`config.mk`:
```
export PLATFORM = sky130hd
export DESIGN_NAME = alu_pipe6
export DESIGN_NICKNAME = d
export VERILOG_FILES = /design/src/rtl/alu6_pkg.sv /design/src/rtl/alu6_shifter.sv /design/src/rtl/alu6_exec.sv /design/src/rtl/alu6_cond.sv /design/src/rtl/alu_pipe6.sv
export SDC_FILE = /design/constraint.sdc
export NUM_CORES = 1
export LEC_CHECK = 0
export BUFFER_PORTS_ARGS = -buffer_cell sky130_fd_sc_hd__buf_4
export CAP_MARGIN = 0
export CORE_MARGIN = 5
export CORE_UTILIZATION = 30
export CTS_CLUSTER_DIAMETER = 100
export CTS_CLUSTER_SIZE = 10
export DETAILED_ROUTE_END_ITERATION = 16
export PLACE_DENSITY = 0.48
export SETUP_SLACK_MARGIN = 0.2
export SYNTH_ARGS = -nofsm -noshare
export SYNTH_HDL_FRONTEND = slang
export SYNTH_SLANG_ARGS = --single-unit
```
`constraint.sdc`:
```
create_clock -name clk -period 11.4 [get_ports clk]
set_input_delay 0 -clock clk [delete_from_list [all_inputs] [get_ports clk]]
set_output_delay 0 -clock clk [all_outputs]
set_load 0.1 [all_outputs]
```
`src/rtl/alu6_pkg.sv`:
```
// alu6_pkg: shared encodings for the six-stage ALU lane.
// Assumes 4-bit opcodes and conditions; codes not listed decode as move.
package alu6_pkg;

    typedef enum logic [1:0] {
        SH_LSL = 2'd0,
        SH_LSR = 2'd1,
        SH_ASR = 2'd2,
        SH_ROR = 2'd3
    } shift_e;

    localparam logic [3:0] OP_ADD = 4'd0;
    localparam logic [3:0] OP_SUB = 4'd1;
    localparam logic [3:0] OP_AND = 4'd2;
    localparam logic [3:0] OP_ORR = 4'd3;
    localparam logic [3:0] OP_EOR = 4'd4;
    localparam logic [3:0] OP_MOV = 4'd5;
    localparam logic [3:0] OP_BIC = 4'd6;
    localparam logic [3:0] OP_CMP = 4'd7;
    localparam logic [3:0] OP_BR  = 4'd8;

    typedef struct packed {
        logic n;
        logic z;
        logic c;
        logic v;
    } flags_t;

    // True when the opcode produces a register result.
    function automatic logic op_writes(input logic [3:0] op);
        return !(op == OP_CMP || op == OP_BR);
    endfunction

    // True when the opcode goes through the adder.
    function automatic logic op_arith(input logic [3:0] op);
        return op == OP_ADD || op == OP_SUB || op == OP_CMP || op == OP_BR;
    endfunction

endpackage

```
`src/rtl/alu6_shifter.sv`:
```
// alu6_shifter: combinational barrel shifter for operand B.
// Assumes the amount is below W; an amount of zero passes data through.
module alu6_shifter
    import alu6_pkg::*;
#(
    parameter int W  = 32,
    parameter int SW = $clog2(W)
) (
    input  logic [W-1:0]  din,
    input  logic [1:0]    kind,
    input  logic [SW-1:0] amt,
    output logic [W-1:0]  dout
);
    logic [2*W-1:0] wrap;

    // Select the shifted value for the requested kind.
    always_comb begin
        wrap = {din, din} >> amt;
        case (shift_e'(kind))
            SH_LSL:  dout = din << amt;
            SH_LSR:  dout = din >> amt;
            SH_ASR:  dout = W'($signed(din) >>> amt);
            default: dout = wrap[W-1:0];
        endcase
    end
endmodule

```
`src/rtl/alu6_exec.sv`:
```
// alu6_exec: combinational ALU with flag generation.
// Assumes subtraction is A + ~B + 1, so carry means "no borrow".
module alu6_exec
    import alu6_pkg::*;
#(
    parameter int W = 32
) (
    input  logic [W-1:0] a,
    input  logic [W-1:0] b,
    input  logic [3:0]   op,
    output logic [W-1:0] res,
    output flags_t       fl,
    output logic         ovf
);
    logic         is_sub;
    logic         arith;
    logic [W-1:0] bop;
    logic [W:0]   sum;

    // Compute the result, the signed overflow and the four flags.
    always_comb begin
        arith  = op_arith(op);
        is_sub = (op == OP_SUB) || (op == OP_CMP);
        bop    = is_sub ? ~b : b;
        sum    = {1'b0, a} + {1'b0, bop} + (W+1)'(is_sub);
        case (op)
            OP_ADD, OP_SUB, OP_CMP, OP_BR: res = sum[W-1:0];
            OP_AND:  res = a & b;
            OP_ORR:  res = a | b;
            OP_EOR:  res = a ^ b;
            OP_BIC:  res = a & ~b;
            default: res = b;
        endcase
        ovf  = arith && (a[W-1] == bop[W-1]) && (sum[W-1] != a[W-1]);
        fl.n = res[W-1];
        fl.z = (res == '0);
        fl.c = arith & sum[W];
        fl.v = ovf;
    end
endmodule

```
`src/rtl/alu6_cond.sv`:
```
// alu6_cond: evaluates a 4-bit condition against a flag set.
// Assumes code 14 always passes and code 15 never passes.
module alu6_cond
    import alu6_pkg::*;
(
    input  logic [3:0] code,
    input  flags_t     f,
    output logic       pass
);
    // Decode the condition into a pass/fail bit.
    always_comb begin
        case (code)
            4'd0:  pass = f.z;
            4'd1:  pass = !f.z;
            4'd2:  pass = f.c;
            4'd3:  pass = !f.c;
            4'd4:  pass = f.n;
            4'd5:  pass = !f.n;
            4'd6:  pass = f.v;
            4'd7:  pass = !f.v;
            4'd8:  pass = f.c && !f.z;
            4'd9:  pass = !f.c || f.z;
            4'd10: pass = (f.n == f.v);
            4'd11: pass = (f.n != f.v);
            4'd12: pass = !f.z && (f.n == f.v);
            4'd13: pass = f.z || (f.n != f.v);
            4'd14: pass = 1'b1;
            default: pass = 1'b0;
        endcase
    end
endmodule

```
`src/rtl/alu_pipe6.sv`:
```
// alu_pipe6: six-stage integer ALU lane (read, shift, ALU, saturate,
// condition/redirect, writeback). Assumes an external register file with
// same-cycle reads and no in-flight register hazards created by the issuer.
module alu_pipe6
    import alu6_pkg::*;
#(
    parameter int XLEN   = 32,
    parameter int REG_AW = 5
) (
    input  logic              clk,
    input  logic              rst_n,
    input  logic              flush,
    input  logic              iss_valid,
    input  logic [3:0]        iss_op,
    input  logic [REG_AW-1:0] iss_src_a,
    input  logic [REG_AW-1:0] iss_src_b,
    input  logic [REG_AW-1:0] iss_dst,
    input  logic [1:0]        iss_sh_type,
    input  logic [$clog2(XLEN)-1:0] iss_sh_amt,
    input  logic              iss_sat,
    input  logic [3:0]        iss_cond,
    input  logic              iss_setf,
    output logic [REG_AW-1:0] rf_raddr_a,
    output logic [REG_AW-1:0] rf_raddr_b,
    input  logic [XLEN-1:0]   rf_rdata_a,
    input  logic [XLEN-1:0]   rf_rdata_b,
    output logic              wr_en,
    output logic [REG_AW-1:0] wr_addr,
    output logic [XLEN-1:0]   wr_data,
    output logic [3:0]        flags,
    output logic              sat_sticky,
    output logic              redirect_valid,
    output logic [XLEN-1:0]   redirect_pc
);
    localparam int SW = $clog2(XLEN);
    localparam logic [XLEN-1:0] SAT_MAX = {1'b0, {(XLEN-1){1'b1}}};
    localparam logic [XLEN-1:0] SAT_MIN = {1'b1, {(XLEN-1){1'b0}}};

    typedef struct packed {
        logic              valid;
        logic [3:0]        op;
        logic [REG_AW-1:0] sa;
        logic [REG_AW-1:0] sb;
        logic [REG_AW-1:0] dst;
        logic [1:0]        sht;
        logic [SW-1:0]     sha;
        logic              sat;
        logic [3:0]        cond;
        logic              setf;
        logic [XLEN-1:0]   a;
        logic [XLEN-1:0]   b;
        logic [XLEN-1:0]   res;
        flags_t            fl;
        logic              ovf;
        logic              sat_hit;
        logic              pass;
    } stage_t;

    stage_t st_rd, st_sh, st_ex, st_st, st_cf, st_wb;
    stage_t nx_rd, nx_sh, nx_ex, nx_st, nx_cf, nx_wb;

    flags_t          flags_q;
    flags_t          eff_flags;
    logic            sat_q;
    logic            flag_upd;
    logic            cf_pass;
    logic            kill_young;
    logic [XLEN-1:0] sh_out;
    logic [XLEN-1:0] ex_res;
    flags_t          ex_fl;
    logic            ex_ovf;

    alu6_shifter #(.W(XLEN), .SW(SW)) u_shift (
        .din  (st_sh.b),
        .kind (st_sh.sht),
        .amt  (st_sh.sha),
        .dout (sh_out)
    );

    alu6_exec #(.W(XLEN)) u_exec (
        .a   (st_ex.a),
        .b   (st_ex.b),
        .op  (st_ex.op),
        .res (ex_res),
        .fl  (ex_fl),
        .ovf (ex_ovf)
    );

    alu6_cond u_cond (
        .code (st_cf.cond),
        .f    (eff_flags),
        .pass (cf_pass)
    );

    // Writeback-stage effects and the flag bypass into the condition stage.
    always_comb begin
        wr_en     = st_wb.valid && st_wb.pass && op_writes(st_wb.op);
        wr_addr   = st_wb.dst;
        wr_data   = st_wb.res;
        flag_upd  = st_wb.valid && st_wb.pass &&
                    ((st_wb.op == OP_CMP) || (st_wb.setf && op_writes(st_wb.op)));
        eff_flags = flag_upd ? st_wb.fl : flags_q;
    end

    // Redirect request from the condition stage and the squash it causes.
    always_comb begin
        redirect_valid = st_cf.valid && cf_pass && (st_cf.op == OP_BR);
        redirect_pc    = st_cf.res;
        kill_young     = flush || redirect_valid;
    end

    // Next-state of every stage register.
    always_comb begin
        nx_rd       = '0;
        nx_rd.valid = iss_valid && !kill_young;
        nx_rd.op    = iss_op;
        nx_rd.sa    = iss_src_a;
        nx_rd.sb    = iss_src_b;
        nx_rd.dst   = iss_dst;
        nx_rd.sht   = iss_sh_type;
        nx_rd.sha   = iss_sh_amt;
        nx_rd.sat   = iss_sat;
        nx_rd.cond  = iss_cond;
        nx_rd.setf  = iss_setf;

        nx_sh       = st_rd;
        nx_sh.valid = st_rd.valid && !kill_young;
        nx_sh.a     = rf_rdata_a;
        nx_sh.b     = rf_rdata_b;

        nx_ex       = st_sh;
        nx_ex.valid = st_sh.valid && !kill_young;
        nx_ex.b     = sh_out;

        nx_st       = st_ex;
        nx_st.valid = st_ex.valid && !kill_young;
        nx_st.res   = ex_res;
        nx_st.fl    = ex_fl;
        nx_st.ovf   = ex_ovf;

        nx_cf         = st_st;
        nx_cf.valid   = st_st.valid && !kill_young;
        nx_cf.sat_hit = st_st.sat && st_st.ovf &&
                        (st_st.op == OP_ADD || st_st.op == OP_SUB);
        if (nx_cf.sat_hit) begin
            nx_cf.res = st_st.res[XLEN-1] ? SAT_MAX : SAT_MIN;
        end

        nx_wb       = st_cf;
        nx_wb.valid = st_cf.valid && !flush;
        nx_wb.pass  = cf_pass;
    end

    // Stage registers, architectural flags and sticky saturation bit.
    always_ff @(posedge clk) begin
        if (!rst_n) begin
            st_rd   <= '0;
            st_sh   <= '0;
            st_ex   <= '0;
            st_st   <= '0;
            st_cf   <= '0;
            st_wb   <= '0;
            flags_q <= '0;
            sat_q   <= 1'b0;
        end else begin
            st_rd <= nx_rd;
            st_sh <= nx_sh;
            st_ex <= nx_ex;
            st_st <= nx_st;
            st_cf <= nx_cf;
            st_wb <= nx_wb;
            if (flag_upd) begin
                flags_q <= st_wb.fl;
            end
            sat_q <= sat_q || (st_wb.valid && st_wb.pass && st_wb.sat_hit);
        end
    end

    // Register-read addresses and architectural outputs.
    always_comb begin
        rf_raddr_a = st_rd.sa;
        rf_raddr_b = st_rd.sb;
        flags      = flags_q;
        sat_sticky = sat_q;
    end
endmodule

```
==> impl_metrics.ini, run 1 <==
[grt]
first_global_vias = 15180
antenna_found_initial = 4
grt_pass1_wl_um = 91310
gr-usage-all-layers_pct = 17.46
overflow = 0
grt_max_degree = 96

[timing]
worst_slew_pin_slew_ns = 1.124
setup_viol = 0
finalClockSkew_ns = 0.01782
period_minus_slack_ns = 5.259
hold_viol = 0
period_share_pct = 46.13
relSlewSlack_pct = 23.14
rsz0062_at_grt = no
setup_tns_ns = 0
maxSlewViolCount = 0
clock.fmax_mhz = 190.2

[worst_setup_path]
critPathCaptureType = flop
cp-start-kind = flop
arrival_ns = 5.73
critPathMaxFanout = 29
required_ns = 11.87
worstSetupPathType = flop to flop

[placement]
gp_congestion = 0.9363
io_buffer_count = 185
place_inst = 2912
dp_hpwl_um = 44210
place_area_um2 = 19640

[synthesis]
synth-xor-area-share_pct = 3.315
synth_top_family_by_area = simple AND/OR/NAND/NOR gates
synthFlopType = dfxtp_1
yosys.area_share.simple_pct = 20.72
syn-instance-count = 2135
ys_async_sr_fraction_pct = 0
synth_compound_area_share_pct = 17.79
synthMuxAreaShare_pct = 6.032
seq_area_frac_synth_pct = 39.29
yosysWarningCount = 0
synth_seq_cells = 357
synth_edf_count = 0
syn_area_per_cell_um2 = 8.520
synth_fp_nets = 2304
syn_area_um2 = 18190
synthAdderAreaFrac_pct = 4.787
synth_cell_types = 83

[route]
dr_wl_met3_um = 3072
vias = 15270
final_antenna_net_count = 0
drt-met1-wl_um = 27420
drtIter0Drc = 1146
drc = 0
drt_pass1_iterations = 6
top_layer = met4
wl_per_cell_um = 19.32
wl_met2_um = 27120
via_per_inst = 4.964
drt-total-wl_um = 59420

[cts]
clkSlewWorstSetupHoldPaths_ns = 0.06
clk_path_buf_depth = 3
cts_num_sinks = 357
cts_resized = 0
htree_num_levels = 2
clkLatencyLatePin_ns = 0.56
cts_made_buffers = 43
cts_tree = built
cts_root_buffer = clkbuf_16

[floorplan]
die_w_um = 256.2
die-area_um2 = 65660
core_um2 = 60250
io-pin-count = 186
rows = 90
die_h_um = 256.2
start_util_pct = 30.19

[finish]
final_area_um2 = 21920
fin_nets = 2457
final_cell_mix = 354 x dfxtp_1, 263 x and2_1, 219 x nor2_1
fin_cells = 3076
drive_gt1_share_pct = 13.26
fillers = 6156
final_common_cell = dfxtp_1
syn2layout_area_growth_pct = 20.48
fin_util_pct = 36.38

[min_path]
holdCritPathClass = primary input to flop

[power]
irDropWorstVdd_mv = 0.1075
power_leakage_nw = 9.063
p_per_area_nw_per_um2 = 144.2
finalPower_mw = 3.159

[job]
maxCapViolations = 0

[outcome]
status = complete, no violations
[registers in the layout, indices dropped and copies added (netlist names)]
signal / flops
st_st: 33
wr_data: 32
rf_raddr_b: 5
nx_wb: 19
st_wb: 12
nx_sh: 22
nx_cf: 18
redirect_pc: 32
flags: 4
wr_addr: 5
st_rd: 1
st_cf: 1
st_sh: 33
nx_st: 79
rf_raddr_a: 5
st_ex: 1
sat_sticky: 1
nx_ex: 54
[per-layer routing]
layer  vias up  global-route usage (%)
met3        94                   2.548
met2       466                   28.47
met1      7170                   23.90
met5         -                       0
met4         0                   5.652
li1       7538                       -
[power by group]
part,internal [mW],switching (mW)
clock,0.671,0.498
combinational,0.231,0.397
sequential,1.32,0.0477
[final cells by class]
cell class	count	area (µm²)	area share, %
Multi-Input combinational cell	1474	9595	43.78
Sequential cell	357	7153	32.64
Timing Repair Buffer	323	2711	12.37
Clock buffer	44	1080	4.927
Tap cell	782	978.4	4.464
Inverter	89	334.1	1.524
Clock inverter	5	58.81	0.2683
Antenna cell	2	5.005	0.02284
[synthesized netlist by cell type (15+ instances only)]
cell type / count / area share, %
dfxtp_1: 357 / 39
and2_1: 263 / 9.0
nor2_1: 220 / 4.5
a21oi_1: 169 / 4.6
o21ai_0: 107 / 2.9
nand2_1: 100 / 2.1
clkbuf_1: 97 / 2.0
inv_1: 86 / 1.8
mux2i_1: 86 / 4.7
buf_4: 82 / 3.4
ha_1: 68 / 4.7
xnor2_1: 46 / 2.2
o211ai_1: 33 / 1.4
nand2b_1: 31 / 1.1
nand3_1: 27 / 0.74
buf_1: 23 / 0.47
o22ai_1: 22 / 0.76
xor2_1: 21 / 1.0
nor3_1: 20 / 0.55
a221oi_1: 19 / 0.91
a31oi_1: 16 / 0.55
o221ai_1: 15 / 0.72
[worst paths after layout]
kind,start,endpoint,slack [ns],depth (start not counted)
setup / recovery,nx_st[134]$_SDFF_PN0_,nx_cf[5]$_SDFF_PN0_,6.14,16
hold / removal,flush,st_wb[135]$_SDFF_PN0_,0.16,3
setup reg to reg,nx_st[134]$_SDFF_PN0_,nx_cf[5]$_SDFF_PN0_,6.14,16
hold reg to reg,st_sh[135]$_SDFF_PN0_,st_ex[135]$_SDFF_PN0_,0.40,2
[worst max-delay path, stage by stage (launching register included)]
cell       delay (ns)
dfxtp_1          0.99
and2b_1          0.28
nand2_1          0.15
buf_4            0.48
xnor2_1          0.17
ha_1             0.33
nand2_1          0.09
o21ai_1          0.39
a211oi_2         0.20
o311a_4          0.42
xnor2_1          0.16
a2111oi_0        0.40
and4_1           0.26
nand4_1          0.09
nor4_1           0.30
nand4_1          0.16
nor4_2           0.25
[metrics by stage]
step / hold WS (ns) / setup slack (ns)
2_1_floorplan: 0.07615 / 7.346
3_3_place_gp: 0.1785 / 6.289
3_5_place_dp: 0.1850 / 6.260
4_1_cts: 0.1232 / 6.212
5_1_grt: 0.1809 / 5.658
6_report: 0.1629 / 6.141
[kinds of logic (layout without fill, tap and decap cells)]
family | after synthesis | count (layout)
AND/OR/NAND/NOR | 727 | 727
AO/OA/AOI/OAI | 509 | 509
flip-flops | 357 | 357
buffers and inverters | 304 | 461
multiplexers | 101 | 101
adder cells (fa/ha/maj) | 69 | 69
XOR/XNOR | 68 | 68
other | 0 | 2
[timing repair]
| action | in CTS | in global routing |
|---|---|---|
| setup buffers | 0 | 0 |
| hold buffers | 113 | 0 |
| setup endpoints to repair | 0 | 0 |
| hold endpoints to repair | 179 | 0 |
(Power assumes the default switching activity.)
==> run 2: changes to the inputs <==
PLACE_DENSITY = 0.5   (was 0.48)
clock period = 4.35 ns   (was 11.4 ns; I/O delays follow)
==> run 2 against run 1 <==
Non-clock buffer count up 28; clock-buffer cell count down 2; die area unchanged; maximum frequency up 32%; global-route usage up 0.40 points; largest power group unchanged.
==> impl_metrics.ini, run 2 (synthesis gave the netlist of run 1 again) <==
[timing]
setup_viol = 0
worst_slew_pin_slew_ns = 1.153
period_share_pct = 91.64
period_minus_slack_ns = 3.986
clock.fmax_mhz = 250.9
relSlewSlack_pct = 23.06
hold_viol = 0
maxSlewViolCount = 0
setup_tns_ns = 0
rsz0062_at_grt = no
finalClockSkew_ns = 0.02129

[worst_setup_path]
cp_cell_sequence = and2b_1 > nand2_2 > buf_6 > xnor2_1 > ha_2 > a221o_1 > a31o_1 > nand2_1 > o22ai_1 > a2111o_1 > a2111oi_1 > and4_1 > nand4_1 > nor4_2 > nand4_1 > nor4_2
cpPeakStageDelay_ns = 0.45
critPathCaptureType = flop
rr_worst_depth = 16
required_ns = 4.85
cp.depth = 16
startpoint = nx_st[134]$_SDFF_PN0_
crit_family = compound AO/OA/AOI/OAI gates
cp_num_buf_inv = 1
r2r-end = nx_cf[5]$_SDFF_PN0_
cp-start-kind = flop
crit_path_end = nx_cf[5]$_SDFF_PN0_
cpMaxStageDelayCell = a2111o_1
reg2reg_slack_ns = 0.36
critPathMaxFanout = 10
worstSetupPathType = flop to flop
r2r_start = nx_st[134]$_SDFF_PN0_
arrival_ns = 4.48

[floorplan]
core_um2 = 60250
rows = 90
die_w_um = 256.2
die_h_um = 256.2
io-pin-count = 186
start_util_pct = 30.19
die-area_um2 = 65660

[placement]
place_inst = 2954
io_buffer_count = 185
dp_hpwl_um = 45910
gp_congestion = 0.9276

[finish]
final_cell_mix = 354 x dfxtp_1, 263 x and2_1, 245 x buf_4
largest_reg_flops = 79
fin_cells = 3104
drive_gt1_share_pct = 15.35
final_common_cell = dfxtp_1
syn2layout_area_growth_pct = 22.31
fin_nets = 2484

[cts]
cts_num_sinks = 357
post_cts_buffers = 0
htree_num_levels = 2
clkLatencyLatePin_ns = 0.58
cts_tree = built
cts_root_buffer = clkbuf_16
clk_path_buf_depth = 3
cts_made_buffers = 42
clkSlewWorstSetupHoldPaths_ns = 0.06

[outcome]
status = complete, no violations

[power]
power_leakage_nw = 9.231
p_per_area_nw_per_um2 = 377.7
irDropWorstVdd_mv = 0.2788

[route]
drc = 0
drt-total-wl_um = 60650
drt_pass1_iterations = 5
final_antenna_net_count = 0
via_per_inst = 4.981
vias = 15460
drtIter0Drc = 874
wl_per_cell_um = 19.54

[min_path]
hp-start = rf_rdata_b[23]
holdCritPathClass = primary input to flop
holdPathStages = 3

[grt]
first_global_vias = 15260
gr-usage-all-layers_pct = 17.86
overflow = 0
grt_max_degree = 120
grt_pass1_wl_um = 92530
antenna_found_initial = 6

[job]
maxCapViolations = 0
[run 2: cell count changes in the layout (fill, tap and decap cells not counted), moves of 3 or more]
cell	before	now
a21oi_2	1	4
a21oi_1	168	165
a2111oi_0	5	2
buf_4	209	245
dlygate4sd3_1	113	99
buf_12	0	5
inv_6	3	0
[run 2: layer usage]
metal | global-route usage [%] | vias up | share of wire (%)
met3 | 3.237 | 89 | 5.8
li1 | - | 7595 | -
met4 | 5.367 | 0 | 2.9
met1 | 24.60 | 7350 | 46
met2 | 28.66 | 426 | 45
met5 | 0 | - | 0
[run 2: stage by stage]
stage	util (%)	worst slack [ns]	cell area (µm²)	power, mW	hold WS, ns
floorplan	-	0.2961	18190	4.738	0.07615
detailed placement	33.19	0.2141	20000	5.257	0.1829
CTS	36.79	0.2107	22160	8.525	0.1334
finish	36.93	0.3636	22250	8.404	0.1686
global route	36.92	0.2022	22240	8.828	0.1476
global placement	33.19	0.1438	20000	5.254	0.1805
[run 2: worst min path at each step]
stage                                        to  slack [ns]
after detailed placement  st_wb[135]$_SDFF_PN0_        0.18
after floorplan           st_wb[135]$_SDFF_PN0_        0.08
after global routing       st_sh[41]$_SDFF_PN0_        0.15
final                      st_sh[62]$_SDFF_PN0_        0.17
after CTS                 nx_sh[116]$_SDFF_PN0_        0.13
after global placement    st_wb[135]$_SDFF_PN0_        0.18
[run 2: worst reg2reg max path: cells and delay by family, from the launching register on]
family	cells	cell delay [ns]
buffers and inverters	1	0.18
and+or+nand+nor	8	1.41
xor gates and xnor gates	1	0.14
AOI/OAI and AO/OA	5	1.55
adders and majority gates	1	0.33
DFF	1	0.32
[run 2: cell type report]
cell class	instances	area, µm²
clock buffers	42	1051
clock inverters	6	123.9
flip-flops and latches	357	7151
fillers	6153	38000
repair buffers	351	2953
diodes	3	7.507
multi-input cells	1474	9649
well taps	782	978.4
inverters	89	334.1
[run 2: power by group]
part | switching, mW | internal [mW] | leakage, nW
Combinational | 1.06 | 0.647 | 5.73
Sequential | 0.128 | 3.45 | 2.93
Clock | 1.33 | 1.79 | 0.572
[run 2: timing repair]
action / 4_1_cts / 5_1_grt
endpoints found under the hold margin: 106 / 0
endpoints found under the setup margin: 0 / 1
resized for setup: 0 / 20
hold buffers: 99 / 0
==> run 3: changes to the inputs <==
CORE_UTILIZATION = 40   (was 30)
HOLD_SLACK_MARGIN = 0.12   (was unset)
PLACE_DENSITY = 0.62   (was 0.5)
SYNTH_HIERARCHICAL = 1   (was unset)
==> run 3 against run 2 <==
Critical endpoint unchanged; die area decreased by 15%; largest power group unchanged; final cell count increased by 6.2%; largest cell class unchanged; non-clock buffer count increased by 98; design area increased by 13%.
==> impl_metrics.ini, run 3 <==
[min_path]
holdCritPathClass = primary input to flop
whs_endpoint = nx_ex[71]$_SDFF_PN0_
hp-start = rf_rdata_a[0]
holdPathStages = 3

[synthesis]
synth_most_common_cell = dfxtp_1
synth_top_area_cell = dfxtp_1
synth_cell_types = 112
synth_fp_nets = 2524
synthTopCellsByArea = dfxtp_1 35%, and2_1 10%, mux2i_1 4.3%, ha_1 4.3%, buf_4 3.6%
synthMuxAreaShare_pct = 9.078
synth_top_area_share_pct = 35.04
yosysWarningCount = 6
synth_top_family_by_area = simple AND/OR/NAND/NOR gates
syn_area_um2 = 20510
ys_async_sr_fraction_pct = 0
synth-xor-area-share_pct = 2.941
ys_top_cells_by_count = 359 x dfxtp_1, 332 x and2_1, 153 x nand2_1, 136 x a21oi_1, 132 x o21ai_0
synth_compound_area_share_pct = 18.30
seq_area_frac_synth_pct = 35.04
syn-instance-count = 2353
synthAdderAreaFrac_pct = 4.368
synthFlopType = dfxtp_1
syn_area_per_cell_um2 = 8.716
synth_seq_cells = 359
yosys.area_share.simple_pct = 21.63
synth_edf_count = 0

[timing]
period_share_pct = 95.29
hold_viol = 0
finalClockSkew_ns = 0.04997
clock.fmax_mhz = 241.3
maxSlewViolCount = 0
rsz0062_at_grt = yes
relSlewSlack_pct = 20.26
period_minus_slack_ns = 4.145
setup_tns_ns = 0
worst_slew_pin_slew_ns = 1.177
setup_viol = 0

[worst_setup_path]
r2r_start = nx_st[132]$_SDFF_PN0_
arrival_ns = 4.68
cp-start-kind = flop
cpMaxStageDelayCell = or3_4
r2r-end = nx_cf[5]$_SDFF_PN0_
critPathMaxFanout = 4
crit_family = simple AND/OR/NAND/NOR gates
cp.depth = 16
critPathCaptureType = flop
cp_cell_sequence = and2b_1 > or3_4 > xnor2_2 > inv_1 > fa_1 > nand2b_1 > a211o_1 > a31oi_1 > xnor2_1 > o21ai_1 > a211oi_2 > nand4b_1 > nor4b_4 > nand4b_1 > nor4_2 > and2_1
cpPeakStageDelay_ns = 0.42
startpoint = nx_st[132]$_SDFF_PN0_
cp_num_buf_inv = 1
crit_top_cell = nand4b_1
worstSetupPathType = flop to flop
required_ns = 4.89
reg2reg_slack_ns = 0.20
rr_worst_depth = 16

[power]
p_per_area_nw_per_um2 = 345.4
seq_power_share_pct = 41.7
p_sw_mw = 2.655
irDropWorstVdd_mv = 0.2522
power_frac_comb_pct = 22.3
internal_power_mw = 6.016
swShare_pct = 30.62
p_clk_share_pct = 36.0
power_leakage_nw = 10.26
finalPower_mw = 8.671

[placement]
io_buffer_count = 185
dp_hpwl_um = 53020
gp_congestion = 1.022
place_area_um2 = 21990

[route]
vias = 18310
drc = 0
drt_pass1_iterations = 6
drt-total-wl_um = 72480
via_per_inst = 5.556
final_antenna_net_count = 0
wl_per_cell_um = 22.00
drtIter0Drc = 1327

[finish]
final_common_cell = dfxtp_1
fin_nets = 2777
drive_gt1_share_pct = 18.64
fin_util_pct = 49.13
final_cell_mix = 354 x dfxtp_1, 332 x and2_1, 280 x buf_4
largest_reg_flops = 79
final_area_um2 = 25100
syn2layout_area_growth_pct = 22.39

[job]
maxCapViolations = 0

[floorplan]
die_h_um = 236.4
die_w_um = 236.4
io-pin-count = 186
start_util_pct = 40.14
rows = 83
die-area_um2 = 55900
core_um2 = 51090

[grt]
overflow = 0
antenna_found_initial = 0
gr-usage-all-layers_pct = 24.87
grt_max_degree = 115
first_global_vias = 18350
grt_pass1_wl_um = 110100

[cts]
clk_path_buf_depth = 3
clkSlewWorstSetupHoldPaths_ns = 0.06
cts_root_buffer = clkbuf_16
cts_tree = built
cts_num_sinks = 359
clkLatencyLatePin_ns = 0.59
cts_made_buffers = 43
htree_num_levels = 2

[outcome]
status = complete, no violations
[run 3: cell types whose count changed after synthesis, sizes merged, moves of 18 or more]
cell	before	now
nor2	220	120
and2	264	334
nand2	101	154
mux2	9	46
a21oi	169	137
buf	118	150
o21ai	113	142
a31oi	16	34
[run 3: worst max path at each step]
stage,end,slack (ns)
2_1_floorplan,nx_cf[5]$_SDFF_PN0_,0.22
3_3_place_gp,nx_cf[5]$_SDFF_PN0_,0.02
3_5_place_dp,nx_cf[5]$_SDFF_PN0_,0.02
4_1_cts,nx_cf[5]$_SDFF_PN0_,0.21
5_1_grt,nx_cf[5]$_SDFF_PN0_,0.05
6_report,nx_cf[5]$_SDFF_PN0_,0.20
[run 3: cells by family (layout without fill, tap and decap cells)]
family          after synthesis  count (layout)
compound gates              564             564
xor+xnor                     68              68
fa+ha+maj                    71              71
buf+inv                     323             583
flops                       359             359
mux                         156             156
other cells                   0               2
simple gates                812             812
[run 3: what timing repair did]
| action | 4_1_cts | 5_1_grt |
|---|---|---|
| pin swaps | 3 | 12 |
| setup buffers | 4 | 3 |
| endpoints found under the hold margin | 147 | 0 |
| hold buffers | 166 | 0 |
| endpoints found under the setup margin | 1 | 4 |
| resized for setup | 12 | 39 |
[run 3: cell type report]
cell class | count | area, µm²
fill | 4904 | 25990
clock inverter | 6 | 80.08
sequential | 359 | 7196
multi-input combinational | 1671 | 11750
clock buffer | 46 | 1097
tap | 680 | 850.8
timing repair buffer | 449 | 3815
antenna | 2 | 5.005
inverter | 82 | 307.8
[run 3: through the flow]
stage	hold slack [ns]	worst slack, ns	std cells
finish	0.1659	0.2050	3295
detailed placement	0.2084	0.02162	3068
global route	0.1570	0.05254	3293
global placement	0.2058	0.02020	3068
floorplan	0.1217	0.2193	2353
CTS	0.1295	0.2109	3290
[run 3: per-layer routing]
layer	up-vias	track usage (%)	wire length, µm
met5	-	0	0
met4	0	11.39	3870
met3	170	3.250	3882
met2	688	43.29	35000
met1	8770	30.62	29730
li1	8678	-	-
[run 3: tightest hold or removal path: cells and delay by family]
family,cells,cell delay [ns]
buffers and inverters,2,0.61
AND/OR/NAND/NOR,1,0.10
[run 3: power groups by stage]
stage / logic, mW / clock network, mW / registers, mW
6_report: 1.93 / 3.12 / 3.62
5_1_grt: 2.05 / 3.37 / 3.64
4_1_cts: 1.87 / 3.25 / 3.62
3_5_place_dp: 1.74 / 0 / 3.68
3_3_place_gp: 1.73 / 0 / 3.68
2_1_floorplan: 1.26 / 0 / 3.60
